$ cat src/rtl/issue_interlock.sv
module issue_interlock #(
  parameter int NREG     = 32,
  parameter int MEM_CYC  = 3,
  parameter int FPEX_CYC = 4,
  parameter int CNT_W    = 32
) (
  input  logic                    clk,
  input  logic                    rst,
  input  logic                    in_valid,
  input  logic [2:0]              in_cls,
  input  logic [$clog2(NREG)-1:0] in_dst,
  input  logic                    in_dst_fp,
  input  logic [$clog2(NREG)-1:0] in_src1,
  input  logic                    in_src1_fp,
  input  logic [$clog2(NREG)-1:0] in_src2,
  input  logic                    in_src2_fp,
  output logic                    stall,
  output logic                    issue,
  output logic [NREG-1:0]         wb_int,
  output logic [NREG-1:0]         wb_fp,
  output logic [CNT_W-1:0]        issued_cnt,
  output logic [CNT_W-1:0]        stall_cnt
);
  localparam int RW      = $clog2(NREG);
  localparam int LAT_ALU = 3;
  localparam int LAT_MEM = MEM_CYC + 2;
  localparam int LAT_FP  = FPEX_CYC + 1;
  localparam int SW      = (LAT_MEM > LAT_FP) ? LAT_MEM : LAT_FP;
  localparam int DLY_ALU = 1;
  localparam int DLY_MEM = LAT_MEM - 1;
  localparam int DLY_FP  = LAT_FP - 1;
  localparam int DMAX    = (DLY_MEM > DLY_FP) ? DLY_MEM : DLY_FP;
  localparam int TW      = $clog2(DMAX + 1);

  localparam logic [2:0] C_ALU    = 3'd0;
  localparam logic [2:0] C_LOAD   = 3'd1;
  localparam logic [2:0] C_STORE  = 3'd2;
  localparam logic [2:0] C_FPADD  = 3'd3;
  localparam logic [2:0] C_BRANCH = 3'd4;

  logic [NREG*SW-1:0] sch_i_flat, sch_f_flat;
  logic [NREG*TW-1:0] rdy_i_flat, rdy_f_flat;

  logic          use_a, use_b, late_b, writes, wr_en;
  logic [7:0]    lat;
  logic [TW-1:0] rdy_set, ra, rb;
  logic [SW-1:0] dsch, new_bit;
  logic          raw_a, raw_b, waw;

  assign use_a  = (in_cls <= C_BRANCH);
  assign use_b  = (in_cls == C_ALU) || (in_cls == C_FPADD) || (in_cls == C_BRANCH);
  assign late_b = (in_cls == C_STORE);
  assign writes = (in_cls == C_ALU) || (in_cls == C_LOAD) || (in_cls == C_FPADD);
  assign wr_en  = writes && (in_dst_fp || in_dst != '0);

  always_comb begin
    lat     = 8'(LAT_FP);
    rdy_set = TW'(DLY_FP - 1);
    if (in_cls == C_ALU) begin
      lat     = 8'(LAT_ALU);
      rdy_set = TW'(DLY_ALU - 1);
    end else if (in_cls == C_LOAD) begin
      lat     = 8'(LAT_MEM);
      rdy_set = TW'(DLY_MEM - 1);
    end
  end

  assign new_bit = SW'(1) << (lat - 8'd1);

  assign ra = in_src1_fp ? rdy_f_flat[in_src1*TW +: TW]
            : (in_src1 == '0 ? '0 : rdy_i_flat[in_src1*TW +: TW]);
  assign rb = in_src2_fp ? rdy_f_flat[in_src2*TW +: TW]
            : (in_src2 == '0 ? '0 : rdy_i_flat[in_src2*TW +: TW]);

  assign raw_a = use_a && (ra != '0);
  assign raw_b = (use_b && (rb != '0)) || (late_b && (rb > TW'(1)));

  assign dsch = in_dst_fp ? sch_f_flat[in_dst*SW +: SW] : sch_i_flat[in_dst*SW +: SW];
  assign waw  = wr_en && ((dsch >> lat) != '0);

  assign stall = in_valid && (raw_a || raw_b || waw);
  assign issue = in_valid && !stall;

  for (genvar g = 0; g < NREG; g++) begin : g_reg
    logic          hit_i, hit_f;
    logic [SW-1:0] si, sf;
    logic [TW-1:0] ri, rf;

    assign hit_i = issue && wr_en && !in_dst_fp && (in_dst == RW'(g));
    assign hit_f = issue && wr_en &&  in_dst_fp && (in_dst == RW'(g));

    always_ff @(posedge clk) begin
      if (rst) begin
        si <= '0;
        sf <= '0;
        ri <= '0;
        rf <= '0;
      end else begin
        si <= (si >> 1) | (hit_i ? new_bit : '0);
        sf <= (sf >> 1) | (hit_f ? new_bit : '0);
        ri <= hit_i ? rdy_set : ((ri != '0) ? ri - TW'(1) : '0);
        rf <= hit_f ? rdy_set : ((rf != '0) ? rf - TW'(1) : '0);
      end
    end

    assign sch_i_flat[g*SW +: SW] = si;
    assign sch_f_flat[g*SW +: SW] = sf;
    assign rdy_i_flat[g*TW +: TW] = ri;
    assign rdy_f_flat[g*TW +: TW] = rf;
    assign wb_int[g] = si[0];
    assign wb_fp[g]  = sf[0];
  end

  always_ff @(posedge clk) begin
    if (rst) begin
      issued_cnt <= '0;
      stall_cnt  <= '0;
    end else begin
      if (issue) issued_cnt <= issued_cnt + CNT_W'(1);
      if (stall) stall_cnt  <= stall_cnt + CNT_W'(1);
    end
  end

  logic [1:0] age;
  logic       iss_alu_int, iss_load_fp, iss_load_int, iss_fp_fp;

  always_ff @(posedge clk) begin
    if (rst) age <= '0;
    else if (age != 2'd3) age <= age + 2'd1;
  end

  assign iss_alu_int  = issue && in_cls == C_ALU && !in_dst_fp && in_dst != '0;
  assign iss_load_fp  = issue && in_cls == C_LOAD && in_dst_fp;
  assign iss_load_int = issue && in_cls == C_LOAD && !in_dst_fp && in_dst != '0;
  assign iss_fp_fp    = issue && in_cls == C_FPADD && in_dst_fp;

  AST_ALU_WB_DELAY: assert property (@(posedge clk) disable iff (rst)
    (age == 2'd3 && $past(iss_alu_int, 3)) |-> wb_int[$past(in_dst, 3)]);

  AST_LOAD_USE_WAIT: assert property (@(posedge clk) disable iff (rst)
    (age != 2'd0 && $past(iss_load_fp) && in_valid && in_cls == C_FPADD
     && in_src1_fp && in_src1 == $past(in_dst)) |-> stall);

  AST_STORE_DATA_WAIT: assert property (@(posedge clk) disable iff (rst)
    (age != 2'd0 && $past(iss_fp_fp) && in_valid && in_cls == C_STORE
     && in_src2_fp && in_src2 == $past(in_dst)) |-> stall);

  AST_WAW_ORDER: assert property (@(posedge clk) disable iff (rst)
    (age != 2'd0 && $past(iss_load_int) && in_valid && in_cls == C_ALU
     && !in_dst_fp && in_dst == $past(in_dst)) |-> stall);

  AST_ZERO_REG_QUIET: assert property (@(posedge clk) disable iff (rst)
    !wb_int[0]);
endmodule

$ cat config.mk
export PLATFORM = sky130hd
export DESIGN_NAME = issue_interlock
export DESIGN_NICKNAME = d
export VERILOG_FILES = /design/src/rtl/issue_interlock.sv
export SDC_FILE = /design/constraint.sdc
export NUM_CORES = 1
export LEC_CHECK = 0
export BUFFER_PORTS_ARGS = -buffer_cell sky130_fd_sc_hd__buf_2
export CORE_MARGIN = 2
export CORE_UTILIZATION = 61
export DETAILED_ROUTE_END_ITERATION = 16
export PLACE_DENSITY = 0.84
export SYNTH_ARGS = -nofsm -noshare
export SYNTH_HDL_FRONTEND = slang
export SYNTH_SLANG_ARGS = --single-unit
$ cat constraint.sdc
create_clock -name clk -period 5.4 [get_ports clk]
set_input_delay 0.54 -clock clk [delete_from_list [all_inputs] [get_ports clk]]
set_output_delay 0.54 -clock clk [all_outputs]
set_load 0.05 [all_outputs]
==> summary.md <==
| Metric | Value |
|---|---|
| Iter 0 DRT Violations | 2320 |
| Net total in the final layout | 2737 |
| Critical path's slowest cell | sky130_fd_sc_hd__buf_2 |
| Endpoints failing hold | 0 |
| Final Critical Period | 4.33 ns |
| Met1 Wirelength | 24900 um |
| Outcome | finished clean |
| WS Path Type | input pin to output port |
| Nature of the critical path startpoint | input pin |
| Die Span X | 204 um |
| Bufs on Longest Clock Path | 3 |
| Capture endpoint of the worst hold path | stall_cnt[1] |
| Core ar. | 39700 um2 |
| Met3 WL post-DR | 6670 um |
| Y dimension of the die | 204 um |
| Post-cts repair resize count | 0 |
| CTS Hold Buffers Added | 0 |
| Reg2reg setup slack | 1.61 ns |
| Number of routed nets with antenna violations | 0 |
| Total die area | 41800 um2 |
| Post CTS Setup Buffer Count | 0 |
| Post-synthesis instance area | 24500 um2 |
| Synth Instances | 2633 |
| Synth Area per Inst | 9.31 um2 |
| Transition time at the pin with the least slew margin | 1.45 ns |
| Post-placement cell area | 25000 um2 |
| HP Start | in_valid |
| Total placed cells including tap cells | 3115 |
| Launching point of the worst reg2reg path | g_reg[4].si[3] |
| R2R Path End | issued_cnt[24] |
| EDFF count, synth | 0 |
| Uppermost layer routed | met4 |
| Count of buffers inserted at the top-level ports | 153 |
| Met2 routed wirelength | 30200 um |
| Final cell count without fillers | 3216 |
| WL final | 65300 um |
| Row count | 73 |
| CTS sink cnt | 573 |
| Layout Area Growth over Synthesis | 9.98% |
| Fraction of registers with async set or reset after synthesis | 0% |
| Type of element capturing the critical path | output port |
| Worst slew margin | 3.30% |
| Detailed Place HPWL | 43400 um |
| Buffers plus inverters on the worst setup path | 4 |
| Count of pins on the block boundary | 154 |
| Final-report max-slew violation count | 0 |
| Upper clock frequency limit | 0.231 GHz |
| Setup total negative slack | 0 ns |
| Maximum number of pins on one net before global-route repair | 113 |
| Global-route usage over all layers | 31.1% |
| Fraction of final layout cells sized beyond drive strength 1 | 16.0% |
| Part of the Yosys area used for sequential elements | 46.8% |
| Crit-path max FO | 41 |
| Maximum vdd ir drop | 312 uV |
| Mean number of vias per cell | 6.35 |
| Required time reported for the critical path endpoint | 4.86 ns |
| Drc violations | 0 |
| Max-capacitance violation count | 0 |
| Fraction of the cycle the final worst path needs | 80.1% |
| Synthesized net count | 2722 |
| CP delay by family, top | buffers and inverters |
| Final setup fails | 0 |
| Clock transition at the registers of the reported paths | 0.06 ns |
| Buffer type at the clock tree root | sky130_fd_sc_hd__clkbuf_16 |
| Length of the first detailed-routing pass in iterations | 6 |
| Longest individual stage delay on the worst path | 0.67 ns |
| Register bit total from synthesis | 573 |
| Worst reg-to-reg path cell count | 10 |
| Global-route wire length before repair | 104000 um |
| Critical-path cell list | buf_2, buf_4, nor2b_1, a21oi_1, a31oi_1, a221oi_1, o21ai_0, o2111ai_2, buf_4, nor2_4, nor2_1, buf_2 |
| Average routed wire per standard cell | 20.3 um |
| Signal arrival time at the worst endpoint | 3.79 ns |
| Number of antenna violations at the first check in global routing | 2 |
| Synthesis Warnings | 0 |
| Number of library cell types mapped by synthesis | 76 |
| Hold Path Depth | 3 |
| Leakage Power | 10.2 nW |
| Clock insertion delay at the later pin of the skew report | 0.63 ns |
| Total number of H-tree levels | 2 |
| Pwr Density | 427 nW/um2 |
| Commonest register cell after synthesis | sky130_fd_sc_hd__dfxtp_1 |
| Post-route worst hold slack | 0.354 ns |
| Total clock buffers created by CTS | 56 |
| Vias post-DR | 20400 |
| Via count of the first global-routing pass | 20100 |
| Clock tree from TritonCTS | built |
| Remaining global-route overflow | 0 |
| Class of the tightest hold or removal check | input pin to register |
| Setup repair after global routing missed its margin | no |
| Cell area after layout | 26900 um2 |
| Setup Skew | 0.0270 ns |
| Initial Util | 61.7% |
| Final weighted congestion in routability-driven placement | 1.01 |
[synthesized netlist by cell type (13+ instances only)]
| cell type | instances | area share [%] |
|---|---|---|
| sky130_fd_sc_hd__mux4_2 | 23 | 2.1 |
| sky130_fd_sc_hd__and2_1 | 24 | 0.61 |
| sky130_fd_sc_hd__nor3_1 | 127 | 2.6 |
| sky130_fd_sc_hd__nor2b_1 | 214 | 5.5 |
| sky130_fd_sc_hd__nand4_1 | 56 | 1.4 |
| sky130_fd_sc_hd__o311ai_0 | 16 | 0.57 |
| sky130_fd_sc_hd__a31oi_1 | 24 | 0.61 |
| sky130_fd_sc_hd__buf_2 | 29 | 0.59 |
| sky130_fd_sc_hd__buf_4 | 70 | 2.1 |
| sky130_fd_sc_hd__nor4_1 | 42 | 1.1 |
| sky130_fd_sc_hd__nor2_1 | 265 | 4.1 |
| sky130_fd_sc_hd__clkbuf_1 | 118 | 1.8 |
| sky130_fd_sc_hd__o2bb2ai_1 | 49 | 1.8 |
| sky130_fd_sc_hd__and3_1 | 32 | 0.82 |
| sky130_fd_sc_hd__nand2_1 | 185 | 2.8 |
| sky130_fd_sc_hd__a211oi_1 | 27 | 0.83 |
| sky130_fd_sc_hd__mux2_2 | 101 | 4.6 |
| sky130_fd_sc_hd__o21ai_0 | 38 | 0.78 |
| sky130_fd_sc_hd__a21oi_1 | 94 | 1.9 |
| sky130_fd_sc_hd__ha_1 | 65 | 3.3 |
| sky130_fd_sc_hd__nor4b_1 | 52 | 1.9 |
| sky130_fd_sc_hd__o31ai_1 | 29 | 0.89 |
| sky130_fd_sc_hd__nand3_1 | 66 | 1.3 |
| sky130_fd_sc_hd__or4_1 | 13 | 0.40 |
| sky130_fd_sc_hd__o41ai_1 | 29 | 1.0 |
| sky130_fd_sc_hd__dfxtp_1 | 573 | 47 |
| sky130_fd_sc_hd__inv_1 | 79 | 1.2 |
[worst min-delay path, delay by kind of cell]
kind	cells	cell delay (ns)
AOI/OAI and AO/OA	1	0.05
and+or+nand+nor	1	0.12
buffers and inverters	1	0.20
[per-stage QoR]
stage	power [mW]	utilization [%]	setup slack [ns]
finish	11.5	67.8	1.07
global route	12.0	67.8	0.870
CTS	11.5	67.8	1.18
detailed placement	7.49	63.0	1.03
global placement	7.26	63.0	1.06
floorplan	6.83	-	1.25
[worst max-delay path by stage]
| stage | start | to | slack [ns] | depth (start not counted) |
|---|---|---|---|---|
| 4_1_cts | in_src2[2] | stall | 1.18 | 12 |
| 3_3_place_gp | in_src2[0] | issued_cnt[19] | 1.06 | 11 |
| 6_report | in_src2[2] | stall | 1.07 | 12 |
| 3_5_place_dp | in_src2[0] | issued_cnt[24] | 1.03 | 11 |
| 5_1_grt | in_src2[1] | stall | 0.87 | 12 |
| 2_1_floorplan | in_src1[0] | stall | 1.25 | 11 |
[report_power, final]
part / total, mW / leakage [nW] / switching [mW] / internal [mW]
Clock: 4.01 / 0.939 / 1.66 / 2.35
Combinational: 2.40 / 4.62 / 1.37 / 1.02
Sequential: 5.10 / 4.63 / 0.448 / 4.65
[metal layers]
| metal | GRT usage [%] | up-vias |
|---|---|---|
| met4 | 16.2 | 0 |
| met3 | 7.75 | 275 |
| met5 | 0 | - |
| met1 | 37.8 | 9647 |
| li1 | - | 9398 |
| met2 | 51.1 | 1111 |
[kinds of logic after synthesis]
logic type	Yosys count	share of synthesized area, %
compound gates	397	11.6
xor+xnor	19	0.679
fa+ha+maj	65	3.32
buf+inv	315	6.21
flops	573	46.8
mux	135	7.29
other cells	1	0.0153
simple gates	1128	24.0
[layout make-up]
cell class	count	area, um2
Fill cell	2956	12800
Clock buffer	79	1600
Clock inverter	20	300
Timing Repair Buffer	191	1070
Antenna cell	2	5.00
Inverter	81	304
Multi-Input combinational cell	1745	11500
Tap cell	525	657
Sequential cell	573	11500
[layout by cell type, fill, tap and decap left out, drive strengths merged, types with 7 or more instances in the layout]
| cell type | instances |
|---|---|
| and4 | 7 |
| nor3b | 9 |
| o211ai | 8 |
| a21oi | 94 |
| o41ai | 29 |
| nor3 | 128 |
| nor4b | 52 |
| o21ai | 39 |
| o2bb2ai | 49 |
| a31oi | 24 |
| a211oi | 28 |
| xor2 | 8 |
| nand2 | 185 |
| o2111ai | 11 |
| or3 | 11 |
| nand4 | 56 |
| and2 | 24 |
| or4 | 13 |
| o31ai | 29 |
| and3 | 32 |
| nor4 | 44 |
| o22ai | 8 |
| nor2 | 266 |
| a311oi | 11 |
| buf | 191 |
| mux2 | 104 |
| nor2b | 214 |
| clkbuf | 79 |
| dfxtp | 573 |
| mux4 | 24 |
| inv | 83 |
| or2 | 11 |
| a41oi | 12 |
| clkinv | 12 |
| mux2i | 7 |
| nand3 | 66 |
| ha | 65 |
| o311ai | 16 |
| xnor2 | 11 |
[sequential cells by signal, summed over array words and instances (netlist names)]
register and count:
g.sf 160, g.si 160, g.rf 96, g.ri 93, issued_cnt 32, stall_cnt 32
Note: power is estimated with default switching activity, not from simulation.
